<file path="src/rtl/stg_reg_pkg.sv">
package stg_reg_pkg;
  localparam logic [3:0] FLD_CODE_HI = 4'h1;
  localparam logic [3:0] FLD_CODE_LO = 4'h2;
  localparam logic [3:0] FLD_OFFSET  = 4'h3;
  localparam logic [3:0] FLD_RADDR   = 4'hA;

  localparam logic [3:0] RSEL_SHADOW = 4'h1;
  localparam logic [3:0] RSEL_OFFSET = 4'h2;
  localparam logic [3:0] RSEL_SUM    = 4'h3;
  localparam logic [3:0] RSEL_LEVEL  = 4'hC;

  localparam logic [2:0] BANK_MAIN = 3'd0;
  localparam logic [2:0] BANK_EXT  = 3'd4;

  typedef struct packed {
    logic bank_we;
    logic hi_we;
    logic lo_we;
    logic ofs_we;
    logic ra_we;
  } wr_dec_t;
endpackage

</file>
<file path="src/rtl/stg_strobe_edge.sv">
module stg_strobe_edge (
  input  logic clk_i,
  input  logic rst_ni,
  input  logic cs_ni,
  input  logic rd_ni,
  input  logic wr_ni,
  output logic wr_fire_o,
  output logic rd_live_o
);
  logic wr_q;

  always_ff @(posedge clk_i or negedge rst_ni) begin
    if (!rst_ni) wr_q <= 1'b1;
    else         wr_q <= wr_ni;
  end

  assign wr_fire_o = !wr_q && wr_ni && !cs_ni;
  assign rd_live_o = !cs_ni && !rd_ni;
endmodule

</file>
<file path="src/rtl/stg_volume_stage.sv">
module stg_volume_stage #(
  parameter int CODE_W = 7,
  parameter int UP_W   = 3,
  parameter int OFS_W  = 4
) (
  input  logic              clk_i,
  input  logic              rst_ni,
  input  logic              hi_we_i,
  input  logic              lo_we_i,
  input  logic              ofs_we_i,
  input  logic [UP_W-1:0]   hi_val_i,
  input  logic [CODE_W-UP_W-1:0] lo_val_i,
  input  logic [OFS_W-1:0]  ofs_val_i,
  output logic [UP_W-1:0]   shadow_o,
  output logic [CODE_W-1:0] level_o,
  output logic [OFS_W-1:0]  offset_o,
  output logic [CODE_W-1:0] sum_o
);
  localparam int LO_W = CODE_W - UP_W;
  localparam logic [CODE_W-1:0] MID = CODE_W'(1) << (CODE_W - 1);
  localparam logic [CODE_W-1:0] TOP = {CODE_W{1'b1}};

  function automatic logic [CODE_W-1:0] merge_code(input logic [UP_W-1:0] hi,
                                                   input logic [LO_W-1:0] lo);
    return {hi, lo};
  endfunction

  function automatic logic [CODE_W-1:0] sat_add(input logic [CODE_W-1:0] a,
                                                input logic [OFS_W-1:0] b);
    logic [CODE_W:0] wide;
    wide = {1'b0, a} + (CODE_W+1)'(b);
    return wide[CODE_W] ? TOP : wide[CODE_W-1:0];
  endfunction

  logic [UP_W-1:0]   shadow_q;
  logic [CODE_W-1:0] level_q;
  logic [OFS_W-1:0]  ofs_q;

  always_ff @(posedge clk_i or negedge rst_ni) begin
    if (!rst_ni) begin
      shadow_q <= MID[CODE_W-1:LO_W];
      level_q  <= MID;
      ofs_q    <= '0;
    end else begin
      if (hi_we_i)  shadow_q <= hi_val_i;
      if (lo_we_i)  level_q  <= merge_code(shadow_q, lo_val_i);
      if (ofs_we_i) ofs_q    <= ofs_val_i;
    end
  end

  assign shadow_o = shadow_q;
  assign level_o  = level_q;
  assign offset_o = ofs_q;
  assign sum_o    = sat_add(level_q, ofs_q);
endmodule

</file>
<file path="src/rtl/stg_read_mux.sv">
module stg_read_mux
  import stg_reg_pkg::*;
#(
  parameter int DATA_W = 8,
  parameter int CODE_W = 7,
  parameter int UP_W   = 3,
  parameter int OFS_W  = 4,
  parameter int RA_W   = 4,
  parameter int BANK_W = 3
) (
  input  logic              rd_live_i,
  input  logic              rs_i,
  input  logic [BANK_W-1:0] bank_i,
  input  logic [RA_W-1:0]   ra_i,
  input  logic [UP_W-1:0]   shadow_i,
  input  logic [OFS_W-1:0]  offset_i,
  input  logic [CODE_W-1:0] sum_i,
  input  logic [CODE_W-1:0] level_i,
  output logic [DATA_W-1:0] dout_o,
  output logic              oe_o
);
  logic [DATA_W-1:0] sel;

  always_comb begin
    sel = '0;
    if (!rs_i) begin
      sel = DATA_W'(bank_i);
    end else if (bank_i == BANK_W'(BANK_MAIN)) begin
      case (ra_i)
        RA_W'(RSEL_SHADOW): sel = DATA_W'(shadow_i);
        RA_W'(RSEL_OFFSET): sel = DATA_W'(offset_i);
        RA_W'(RSEL_SUM):    sel = DATA_W'(sum_i);
        RA_W'(RSEL_LEVEL):  sel = DATA_W'(level_i);
        default:            sel = '0;
      endcase
    end else if (bank_i == BANK_W'(BANK_EXT)) begin
      sel = DATA_W'(ra_i);
    end
  end

  assign oe_o   = rd_live_i;
  assign dout_o = rd_live_i ? sel : '0;
endmodule

</file>
<file path="src/rtl/stg_reg_front.sv">
module stg_reg_front
  import stg_reg_pkg::*;
#(
  parameter int DATA_W = 8,
  parameter int CODE_W = 7,
  parameter int UP_W   = 3,
  parameter int OFS_W  = 4,
  parameter int RA_W   = 4,
  parameter int BANK_W = 3
) (
  input  logic              clk_i,
  input  logic              rst_ni,
  input  logic              cs_ni,
  input  logic              rs_i,
  input  logic              rd_ni,
  input  logic              wr_ni,
  input  logic [DATA_W-1:0] din_i,
  output logic [DATA_W-1:0] dout_o,
  output logic              dout_oe_o,
  output logic [CODE_W-1:0] level_o,
  output logic [CODE_W-1:0] sum_o
);
  localparam int NIB_W = DATA_W / 2;
  localparam int LO_W  = CODE_W - UP_W;
  localparam logic [RA_W-1:0] RA_RST = RA_W'(RSEL_LEVEL);

  logic wr_fire, rd_live;
  logic [NIB_W-1:0] fld, nib;
  wr_dec_t dec;
  logic upper_we, lower_we;
  logic [BANK_W-1:0] bank_q;
  logic [RA_W-1:0]   ra_q;
  logic [UP_W-1:0]   shadow;
  logic [OFS_W-1:0]  offset;

  stg_strobe_edge edge_i (
    .clk_i(clk_i), .rst_ni(rst_ni), .cs_ni(cs_ni), .rd_ni(rd_ni), .wr_ni(wr_ni),
    .wr_fire_o(wr_fire), .rd_live_o(rd_live)
  );

  assign fld = din_i[DATA_W-1:NIB_W];
  assign nib = din_i[NIB_W-1:0];

  always_comb begin
    dec = '0;
    if (wr_fire) begin
      if (!rs_i) begin
        dec.bank_we = 1'b1;
      end else if (bank_q == BANK_W'(BANK_MAIN)) begin
        dec.hi_we  = (fld == NIB_W'(FLD_CODE_HI));
        dec.lo_we  = (fld == NIB_W'(FLD_CODE_LO));
        dec.ofs_we = (fld == NIB_W'(FLD_OFFSET));
      end else if (bank_q == BANK_W'(BANK_EXT)) begin
        dec.ra_we  = (fld == NIB_W'(FLD_RADDR));
      end
    end
  end

  assign upper_we = dec.hi_we;
  assign lower_we = dec.lo_we;

  always_ff @(posedge clk_i or negedge rst_ni) begin
    if (!rst_ni) begin
      bank_q <= '0;
      ra_q   <= RA_RST;
    end else begin
      if (dec.bank_we) bank_q <= din_i[BANK_W-1:0];
      if (dec.ra_we)   ra_q   <= nib[RA_W-1:0];
    end
  end

  stg_volume_stage #(.CODE_W(CODE_W), .UP_W(UP_W), .OFS_W(OFS_W)) vol_i (
    .clk_i(clk_i), .rst_ni(rst_ni),
    .hi_we_i(upper_we), .lo_we_i(lower_we), .ofs_we_i(dec.ofs_we),
    .hi_val_i(nib[UP_W-1:0]), .lo_val_i(nib[LO_W-1:0]), .ofs_val_i(nib[OFS_W-1:0]),
    .shadow_o(shadow), .level_o(level_o), .offset_o(offset), .sum_o(sum_o)
  );

  stg_read_mux #(.DATA_W(DATA_W), .CODE_W(CODE_W), .UP_W(UP_W), .OFS_W(OFS_W),
                 .RA_W(RA_W), .BANK_W(BANK_W)) rmux_i (
    .rd_live_i(rd_live), .rs_i(rs_i), .bank_i(bank_q), .ra_i(ra_q),
    .shadow_i(shadow), .offset_i(offset), .sum_i(sum_o), .level_i(level_o),
    .dout_o(dout_o), .oe_o(dout_oe_o)
  );
endmodule

</file>
<file path="config.mk">
export PLATFORM = sky130hd
export DESIGN_NAME = stg_reg_front
export DESIGN_NICKNAME = d
export VERILOG_FILES = /design/src/rtl/stg_reg_pkg.sv /design/src/rtl/stg_strobe_edge.sv /design/src/rtl/stg_volume_stage.sv /design/src/rtl/stg_read_mux.sv /design/src/rtl/stg_reg_front.sv
export SDC_FILE = /design/constraint.sdc
export NUM_CORES = 1
export LEC_CHECK = 0
export ABC_AREA = 1
export BUFFER_PORTS_ARGS = -buffer_cell sky130_fd_sc_hd__buf_2
export CAP_MARGIN = 20
export CORE_ASPECT_RATIO = 0.75
export CORE_MARGIN = 2
export CORE_UTILIZATION = 30
export CTS_CLUSTER_SIZE = 10
export DETAILED_ROUTE_END_ITERATION = 10
export GPL_ROUTABILITY_DRIVEN = 0
export HOLD_SLACK_MARGIN = 0.03
export SYNTH_ARGS = -nofsm -noshare
export SYNTH_HDL_FRONTEND = slang
export SYNTH_HIERARCHICAL = 1
export SYNTH_SLANG_ARGS = --single-unit
</file>
<file path="constraint.sdc">
create_clock -name clk_i -period 1.9 [get_ports clk_i]
set_input_delay 0 -clock clk_i [delete_from_list [all_inputs] [get_ports clk_i]]
set_output_delay 0 -clock clk_i [all_outputs]
set_load 0.02 [all_outputs]
</file>
==> results of run 1 <==
## stage by stage
step | power, mW | TNS (ns)
6_report | 0.977 | -0.278
5_1_grt | 1.04 | -0.958
3_3_place_gp | 0.641 | 0
3_5_place_dp | 0.642 | 0
4_1_cts | 0.986 | -0.275
2_1_floorplan | 0.586 | -0.0370
## report_power, final
part	switching [mW]	total, mW	internal (mW)	leakage [nW]
Clock	0.144	0.328	0.184	0.0288
Combinational	0.0874	0.138	0.0503	0.868
Sequential	0.0250	0.511	0.486	0.264
Total	0.256	0.977	0.721	1.16
## logic make-up (layout without fill, tap and decap cells)
group                      after synthesis  in the layout  synth area share [%]
muxes                                   11             11                  7.59
DFF                                     22             22                  34.1
adders and majority gates                5              5                  4.29
and+or+nand+nor                        117            117                  34.6
xor gates and xnor gates                 2              2                  1.07
buffers and inverters                   37             97                  9.51
AOI/OAI and AO/OA                       23             23                  8.59
other                                    1              1                 0.230
## placed cells by master, fill, tap and decap left out, types with 5 or more instances in the layout
cell type      netlist  layout
nand2_1             51      37
buf_2                1      29
nand3_1             28      24
buf_4                2      22
inv_1               23      21
nand2_2             11      21
dfrtp_1             17      14
nor2_1              13      12
mux2_2              11      11
inv_2                8      10
o21ai_0              9       9
nand3_2              1       5
nand4_1              5       5
dfstp_2              5       5
dlygate4sd3_1        0       5
a21oi_2              3       5
## routing by layer
metal  part of all wire [%]  vias to the layer above  global-route usage (%)
li1                       -                      828                       -
met2                     42                       38                    24.2
met1                     52                      757                    24.8
met3                    5.9                        0                    1.81
met4                      0                        0                   0.560
met5                      0                        -                       0
## worst max-delay path, cell delays in order, from the launching register on
cell and delay [ns]:
dfrtp_1 0.41, ha_4 0.18, fa_2 0.53, inv_2 0.04, nand2_2 0.06, nand3_2 0.08, nand2_2 0.07, o21ai_2 0.06
a21oi_2 0.16, buf_6 0.13
## final cells by class
| cell class | instances | area (um2) |
|---|---|---|
| clock buffers | 4 | 55.1 |
| multi-input cells | 159 | 1100 |
| fillers | 542 | 2960 |
| repair buffers | 60 | 405 |
| inverters | 33 | 126 |
| flip-flops and latches | 22 | 561 |
| well taps | 75 | 93.8 |
## sequential cells by signal, indices dropped and copies added, names as in the netlist
| signal | cells |
|---|---|
| edge_i/wr_q | 1 |
| vol_i/level_o | 7 |
| bank_q | 3 |
| ra_q | 4 |
| vol_i/offset_o | 4 |
| vol_i/shadow_o | 3 |
## worst paths after layout
| path | startpoint | end | depth (start not counted) |
|---|---|---|---|
| worst max-delay path | vol_i/offset_o[0] | dout_o[1] | 9 |
| worst min-delay path | din_i[6] | ra_q[2] | 4 |
| worst max register to register | edge_i/wr_q | vol_i/shadow_o[0] | 6 |
| worst min register to register | ra_q[3] | ra_q[3] | 2 |
| max in group asynchronous | rst_ni | vol_i/offset_o[3] | 2 |
| min in group asynchronous | rst_ni | vol_i/level_o[5] | 2 |
## what timing repair did
item | 4_1_cts | 5_1_grt
setup endpoints to repair | 6 | 7
resized for setup | 17 | 34
hold buffers | 5 | 0
pin swaps | 3 | 27
cloned | 0 | 0
buffers inserted | 7 | 6
endpoints found under the hold margin | 21 | 0
==> impl_metrics.toml, run 1 <==
[synth]
synth.area.top_cells = "dfrtp_1, nand2_1, nand3_1, dfstp_2, mux2_2"
yosysWarnings = 6
synth.most_common_cell = "nand2_1"
synthTopCellsByCount = "nand2_1, nand3_1, inv_1"
synth-async-reset-ratio_pct = 100
syn_area_per_cell_um2 = 7.48
yosys.area.top_type = "dfrtp_1"
synthesis.nets = 237
syn_inst = 218
yosysUniqueCellTypes = 30
synth-edff-count = 0
seq_area_frac_synth_pct = 34.1
ys_ff_latch = 22
yosys.area.top_type_share_pct = 26.1
netlist_area_um2 = 1630
ys.flop_type = "dfrtp_1"

[critical_path]
r2r_setup_slack_ns = 0.25
critical_path.startpoint_type = "flip-flop"
required_ns = 1.90
cp_max_fo = 2
crit_path_end_kind = "primary output"
worst_ep_arrival_time_ns = 1.97
crit_type = "reg -> out"

[placed_design]
post_dp_cell_area_um2 = 1940
port_buffers = 35
place_inst = 331
preCtsSetupSlack_ns = 0.0880
place_hpwl_mm = 3.57

[floorplanning]
core_um2 = 5300
dieArea_um2 = 6050
initial_core_util_pct = 30.8
fp.dieW_um = 89.2
io_pins = 37
row_count = 23
dieHeight_um = 67.9

[global_route]
grt_overflow = 0
track_usage_pct = 15.7
antenna_found_initial = 0
grt_first_pass_wirelength_mm = 7.35
grt_max_degree = 23
grt_pass1_vias = 1543

[final_layout]
syn_to_final_growth_pct = 43.3
fin_cells = 353
final_layout_size_suffix_gt1_share_pct = 51.1
antenna_cells = 0
utilization_pct = 44.1
nets = 298
stdcell_area_um2 = 2340

[sta]
whs_ns = 0.0377
hold_violations = 0
grt_setup_unrepaired = "yes"
skew_ns = 0.00332
drv_slew = 0
min_period_ns = 1.97
period_share_pct = 104
setup_viol_count_final = 6
fmax_ghz = 0.507
timing.final.ws_setup_ns = -0.0709

[cts]
root_buffer = "clkbuf_8"
path_clk_slew_ns = 0.08
insertion_delay_ns = 0.26
cts.sinks = 22
numCtsBuffers = 3
cts_buffer_depth = 2
h-tree-depth = 1
cts_tree = "done"

[power_and_ir_drop]
vdd_drop_max_v = 0.000320
total_leakage_power_nw = 1.16
powerDensity_nw_per_um2 = 418

[route]
drt-initial-drc-count = 62
drtAntennaViolNets = 0
routed_wl_mm = 4.69
viasPerCell = 4.60
routedWlPerCell_um = 13.3
drt_pass1_iterations = 4
route.vias.total = 1623
drc = 0

[status]
failed_checks = "setup timing"
status = "finished, violations left"

[run]
maxCapViolCount = 0

[min_path]
min_path_type = "in -> reg"
Power figures use the tool's default switching activity.
==> run 2: changes to the inputs <==
Settings changed: CORE_UTILIZATION 30 to 54, PLACE_DENSITY_LB_ADDON set to 0.12.
==> run 2 against run 1 <==
Compared with the run above:
- the run still ends with setup timing left
- combinational power decreased by 3%
- clock power increased by 34%
- critical path type unchanged
- core utilization increased by 32 points
- via count increased by 0.68%
- power increased by 11%
- clock skew decreased by 0.0024 ns
- design area decreased by 5.5%
- critical path depth unchanged
- largest cell class unchanged
==> impl_metrics.toml, run 2 (same netlist as run 1, synthesis figures left out) <==
[status]
status = "finished, violations left"
failed_checks = "setup timing"

[placed_design]
place_hpwl_mm = 3.06
place_inst = 293
port_buffers = 35

[final_layout]
antenna_cells = 0
mostFrequentLayoutCell = "nand2_1"
syn_to_final_growth_pct = 35.4
final_layout_size_suffix_gt1_share_pct = 46.3
fin_cells = 310
nets = 292
nFillCells = 223
largest_register_ffs = 7
final_cell_mix = "nand2_1, buf_2, inv_1, nand3_1, nand2_2"

[route]
viasPerCell = 5.27
drtAntennaViolNets = 0
drt_pass1_iterations = 4
drc = 0
route.vias.total = 1634
drt-initial-drc-count = 126
routedWlPerCell_um = 13.8
routed_wl_mm = 4.28

[min_path]
min_path_type = "in -> reg"

[sta]
skew_ns = 0.000894
fmax_ghz = 0.500
timing.final.ws_setup_ns = -0.0996
period_share_pct = 105
setup_viol_count_final = 6
drv_slew = 0
min_period_ns = 2.00
whs_ns = 0.0372
grt_setup_unrepaired = "yes"
hold_violations = 0

[critical_path]
critical_path.startpoint_type = "flip-flop"
cp_common_cell = "nand2_1"
crit_buf_inv = 2
critical-path-top-delay-family = "adder cells"
crit_path_end_kind = "primary output"
crit_type = "reg -> out"
slowest_delay_ns = 0.52
path_cells = "ha_2, fa_2, inv_1, nand2_1, nand3_1, nand2_1, o21ai_2, a21oi_2, buf_6"
required_ns = 1.90
worst_ep_arrival_time_ns = 2.00
cpMaxStageDelayCell = "fa_2"
cp_max_fo = 2

[floorplanning]
dieHeight_um = 51.6
core_um2 = 2910
fp.dieW_um = 67.5
dieArea_um2 = 3480
io_pins = 37
initial_core_util_pct = 56.0
row_count = 17

[global_route]
grt_overflow = 0
grt_first_pass_wirelength_mm = 6.63
track_usage_pct = 25.7
antenna_found_initial = 0
grt_pass1_vias = 1442
grt_max_degree = 23

[cts]
numCtsBuffers = 3
path_clk_slew_ns = 0.08
insertion_delay_ns = 0.26
cts_tree = "done"
cts.sinks = 22
cts_buffer_depth = 2
root_buffer = "clkbuf_8"
h-tree-depth = 1

[run]
maxCapViolCount = 0

[power_and_ir_drop]
vdd_drop_max_v = 0.000487
total_leakage_power_nw = 1.12
powerDensity_nw_per_um2 = 490
run 2: cell types whose count changed in the layout (fill, tap and decap cells not counted), sizes merged:
cell | previous run | this run
bufinv | 0 | 1
buf | 55 | 48
dlygate4sd3 | 5 | 6
clkbuf | 4 | 3
run 2: final timing paths:
kind	from	to	slack, ns	cells after the start
worst min register to register	ra_q[3]	ra_q[3]	0.50	2
min in group asynchronous	rst_ni	ra_q[0]	0.25	2
worst max-delay path	vol_i/level_o[0]	dout_o[1]	-0.1	9
max in group asynchronous	rst_ni	vol_i/level_o[1]	1.30	2
worst min-delay path	din_i[0]	ra_q[0]	0.04	3
worst max register to register	edge_i/wr_q	vol_i/shadow_o[1]	0.25	6
run 2: report_power, final:
part	switching, mW	internal [mW]
Combinational	0.0856	0.0483
Sequential	0.0240	0.486
Clock	0.157	0.282
run 2: metrics by stage:
stage / setup TNS, ns / power (mW) / utilization [%] / instance area (um2) / setup slack [ns]
6_report: -0.395 / 1.08 / 75.8 / 2210 / -0.0996
5_1_grt: -0.999 / 1.13 / 75.8 / 2210 / -0.193
4_1_cts: -0.209 / 1.08 / 73.0 / 2130 / -0.0880
3_5_place_dp: 0 / 0.638 / 64.7 / 1890 / 0.0887
3_3_place_gp: 0 / 0.637 / 64.7 / 1890 / 0.129
2_1_floorplan: -0.0370 / 0.586 / - / 1650 / -0.0370
run 2: cell type report:
class / count / area, um2 / share of cell area [%]
Clock buffer: 3 / 41.3 / 1.87
Clock inverter: 1 / 30.0 / 1.36
Inverter: 33 / 126 / 5.72
Multi-Input combinational cell: 159 / 1040 / 47.1
Sequential cell: 22 / 561 / 25.4
Tap cell: 38 / 47.5 / 2.15
Timing Repair Buffer: 54 / 363 / 16.4
run 2: worst register-to-register path, cell delays in order, from the launching register on:
cell and delay, ns:
dfstp_2 0.37, nor2_2 0.13, nand2_2 0.08, nor2_4 0.16
nand2_2 0.08, nor3_1 0.33, mux2_2 0.38
run 2: timing repair:
action                                  CTS  global route
endpoints found under the setup margin    7             7
hold endpoints to repair                 26             0
hold buffers                              6             0
setup buffers                             5             2
resized for setup                        18            19
pin swaps                                 7            12
run 2: per-layer routing:
metal	share of wire (%)	global-route usage (%)	wire, um	vias to the layer above
met1	50	39.4	2120	765
met5	0	0	0	-
li1	-	-	-	814
met3	5.4	1.52	232	5
met4	1.3	9.18	57	0
met2	44	38.2	1870	50
==> run 3: changes to the inputs <==
Settings changed: CORE_UTILIZATION 54 to 50.
==> run 3 against run 2 <==
Compared with the run above:
- count of clock-buffer cells in the layout up 1
- largest cell class unchanged
- sequential share of layout area up 0.059 points
- setup slack better by 0.023 ns
- worst hold slack better by 0.0079 ns
- sequential power about the same
- the flow still finishes with violations (setup timing)
- global-route usage down 1.4 points
- via count unchanged
- core utilization down 3.0 points
- clock power down 26%
- fmax up 1.2%
- first-iteration DRC count down 22%
- cell count up 0.65%
==> impl_metrics.toml, run 3 (same netlist as run 1, synthesis figures left out) <==
[status]
status = "finished, violations left"
failed_checks = "setup timing"

[power_and_ir_drop]
seq_power_share_pct = 52.5
vdd_drop_max_v = 0.000601
p_sw_share_pct = 25.9
powerDensity_nw_per_um2 = 441
p_sw_mw = 0.251
fin_total_pwr_mw = 0.971
pwr-share-comb_pct = 13.9
intPower_mw = 0.720
total_leakage_power_nw = 1.14
p_clk_share_pct = 33.6

[floorplanning]
io_pins = 37
row_count = 17
initial_core_util_pct = 54.0
core_um2 = 3020
dieArea_um2 = 3740
dieHeight_um = 53.5
fp.dieW_um = 70.0

[critical_path]
cp_max_fo = 2
crit_type = "reg -> out"
crit_start = "vol_i/level_o[0]"
slowest_delay_ns = 0.51
worstReg2RegStart = "edge_i/wr_q"
r2r_end = "vol_i/level_o[3]"
critical-path-top-delay-family = "adder cells"
required_ns = 1.90
r2r_cells = 6
crit_path_end_kind = "primary output"
r2r_setup_slack_ns = 0.20
cp.depth = 9
path_cells = "ha_2, fa_2, inv_1, nand2_1, nand3_1, nand2_1, o21ai_2, a21oi_2, buf_4"
worst_ep_arrival_time_ns = 1.98
critical_path.startpoint_type = "flip-flop"
cpMaxStageDelayCell = "fa_2"
cp_common_cell = "nand2_1"
cp-endpoint = "dout_o[1]"
crit_buf_inv = 2

[sta]
period_share_pct = 104
whs_ns = 0.0451
timing.final.ws_setup_ns = -0.0766
skew_ns = 0.00152
fmax_ghz = 0.506
min_period_ns = 1.98
hold_violations = 0
grt_setup_unrepaired = "yes"
drv_slew = 0
setup_viol_count_final = 4

[global_route]
antenna_found_initial = 0
grt_pass1_vias = 1476
grt_first_pass_wirelength_mm = 6.99
track_usage_pct = 24.3
grt_max_degree = 23
grt_overflow = 0

[min_path]
min_path_type = "in -> reg"
min_path_cells = 4

[route]
drc = 0
viasPerCell = 5.24
drt-initial-drc-count = 98
drt_pass1_iterations = 4
route.vias.total = 1634
drtAntennaViolNets = 0
routedWlPerCell_um = 13.6
routed_wl_mm = 4.25

[final_layout]
stdcell_area_um2 = 2200
final_cell_mix = "nand2_1, buf_2, nand3_1, inv_1, buf_4"
final_layout_size_suffix_gt1_share_pct = 45.6
syn_to_final_growth_pct = 34.8
antenna_cells = 0
largest_register_ffs = 7
nets = 294
mostFrequentLayoutCell = "nand2_1"

[cts]
path_clk_slew_ns = 0.07
h-tree-depth = 1
cts_buffer_depth = 2
cts_tree = "done"
cts.sinks = 22
numCtsBuffers = 3
insertion_delay_ns = 0.26
root_buffer = "clkbuf_8"

[placed_design]
port_buffers = 35
preCtsSetupSlack_ns = 0.0885
place_hpwl_mm = 3.16
post_dp_cell_area_um2 = 1890

[run]
maxCapViolCount = 0
run 3: worst reg2reg max path: cells and delay by family (launching register included):
kind / cells / cell delay (ns)
AND/OR/NAND/NOR: 5 / 0.82
multiplexers: 1 / 0.39
flip-flops: 1 / 0.37
run 3: through the flow:
step / std cells / TNS [ns] / utilization (%)
4_1_cts: 308 / -0.168 / 69.6
3_5_place_dp: 293 / 0 / 62.5
2_1_floorplan: 218 / -0.0370 / -
3_3_place_gp: 293 / 0 / 62.5
6_report: 312 / -0.179 / 72.8
5_1_grt: 312 / -0.963 / 72.8
run 3: final cells by class:
class | count | area, um2
tap | 38 | 47.5
timing repair buffer | 56 | 368
fill | 255 | 821
inverter | 33 | 124
multi-input combinational | 159 | 1050
sequential | 22 | 559
clock buffer | 4 | 55.1
run 3: how the worst min path moves through the flow:
stage	startpoint	to	slack (ns)
CTS	din_i[6]	ra_q[2]	0.04
floorplan	rst_ni	bank_q[0]	-0.30
global placement	rst_ni	vol_i/shadow_o[1]	-0.01
finish	din_i[6]	ra_q[2]	0.05
detailed placement	rst_ni	vol_i/level_o[1]	-0.01
global route	din_i[1]	vol_i/level_o[1]	0.06
run 3: routing by layer:
layer | GRT usage [%] | wire [um] | up-vias
met5 | 0 | 0 | -
met4 | 7.69 | 42 | 0
li1 | - | - | 816
met3 | 1.33 | 131 | 4
met2 | 39.5 | 1890 | 39
met1 | 35.2 | 2180 | 775
run 3: power by group through the flow:
stage | combinational [mW] | clock [mW] | sequential, mW
finish | 0.135 | 0.326 | 0.510
global route | 0.152 | 0.352 | 0.512
CTS | 0.132 | 0.334 | 0.509
detailed placement | 0.121 | 0 | 0.518
global placement | 0.119 | 0 | 0.518
floorplan | 0.0743 | 0 | 0.511
run 3: what timing repair did:
| item | CTS | global route |
|---|---|---|
| hold buffers | 5 | 0 |
| setup endpoints to repair | 7 | 7 |
| gates resized for setup | 17 | 16 |
| endpoints found under the hold margin | 22 | 0 |
| buffers inserted | 6 | 4 |
| pin swaps | 9 | 12 |
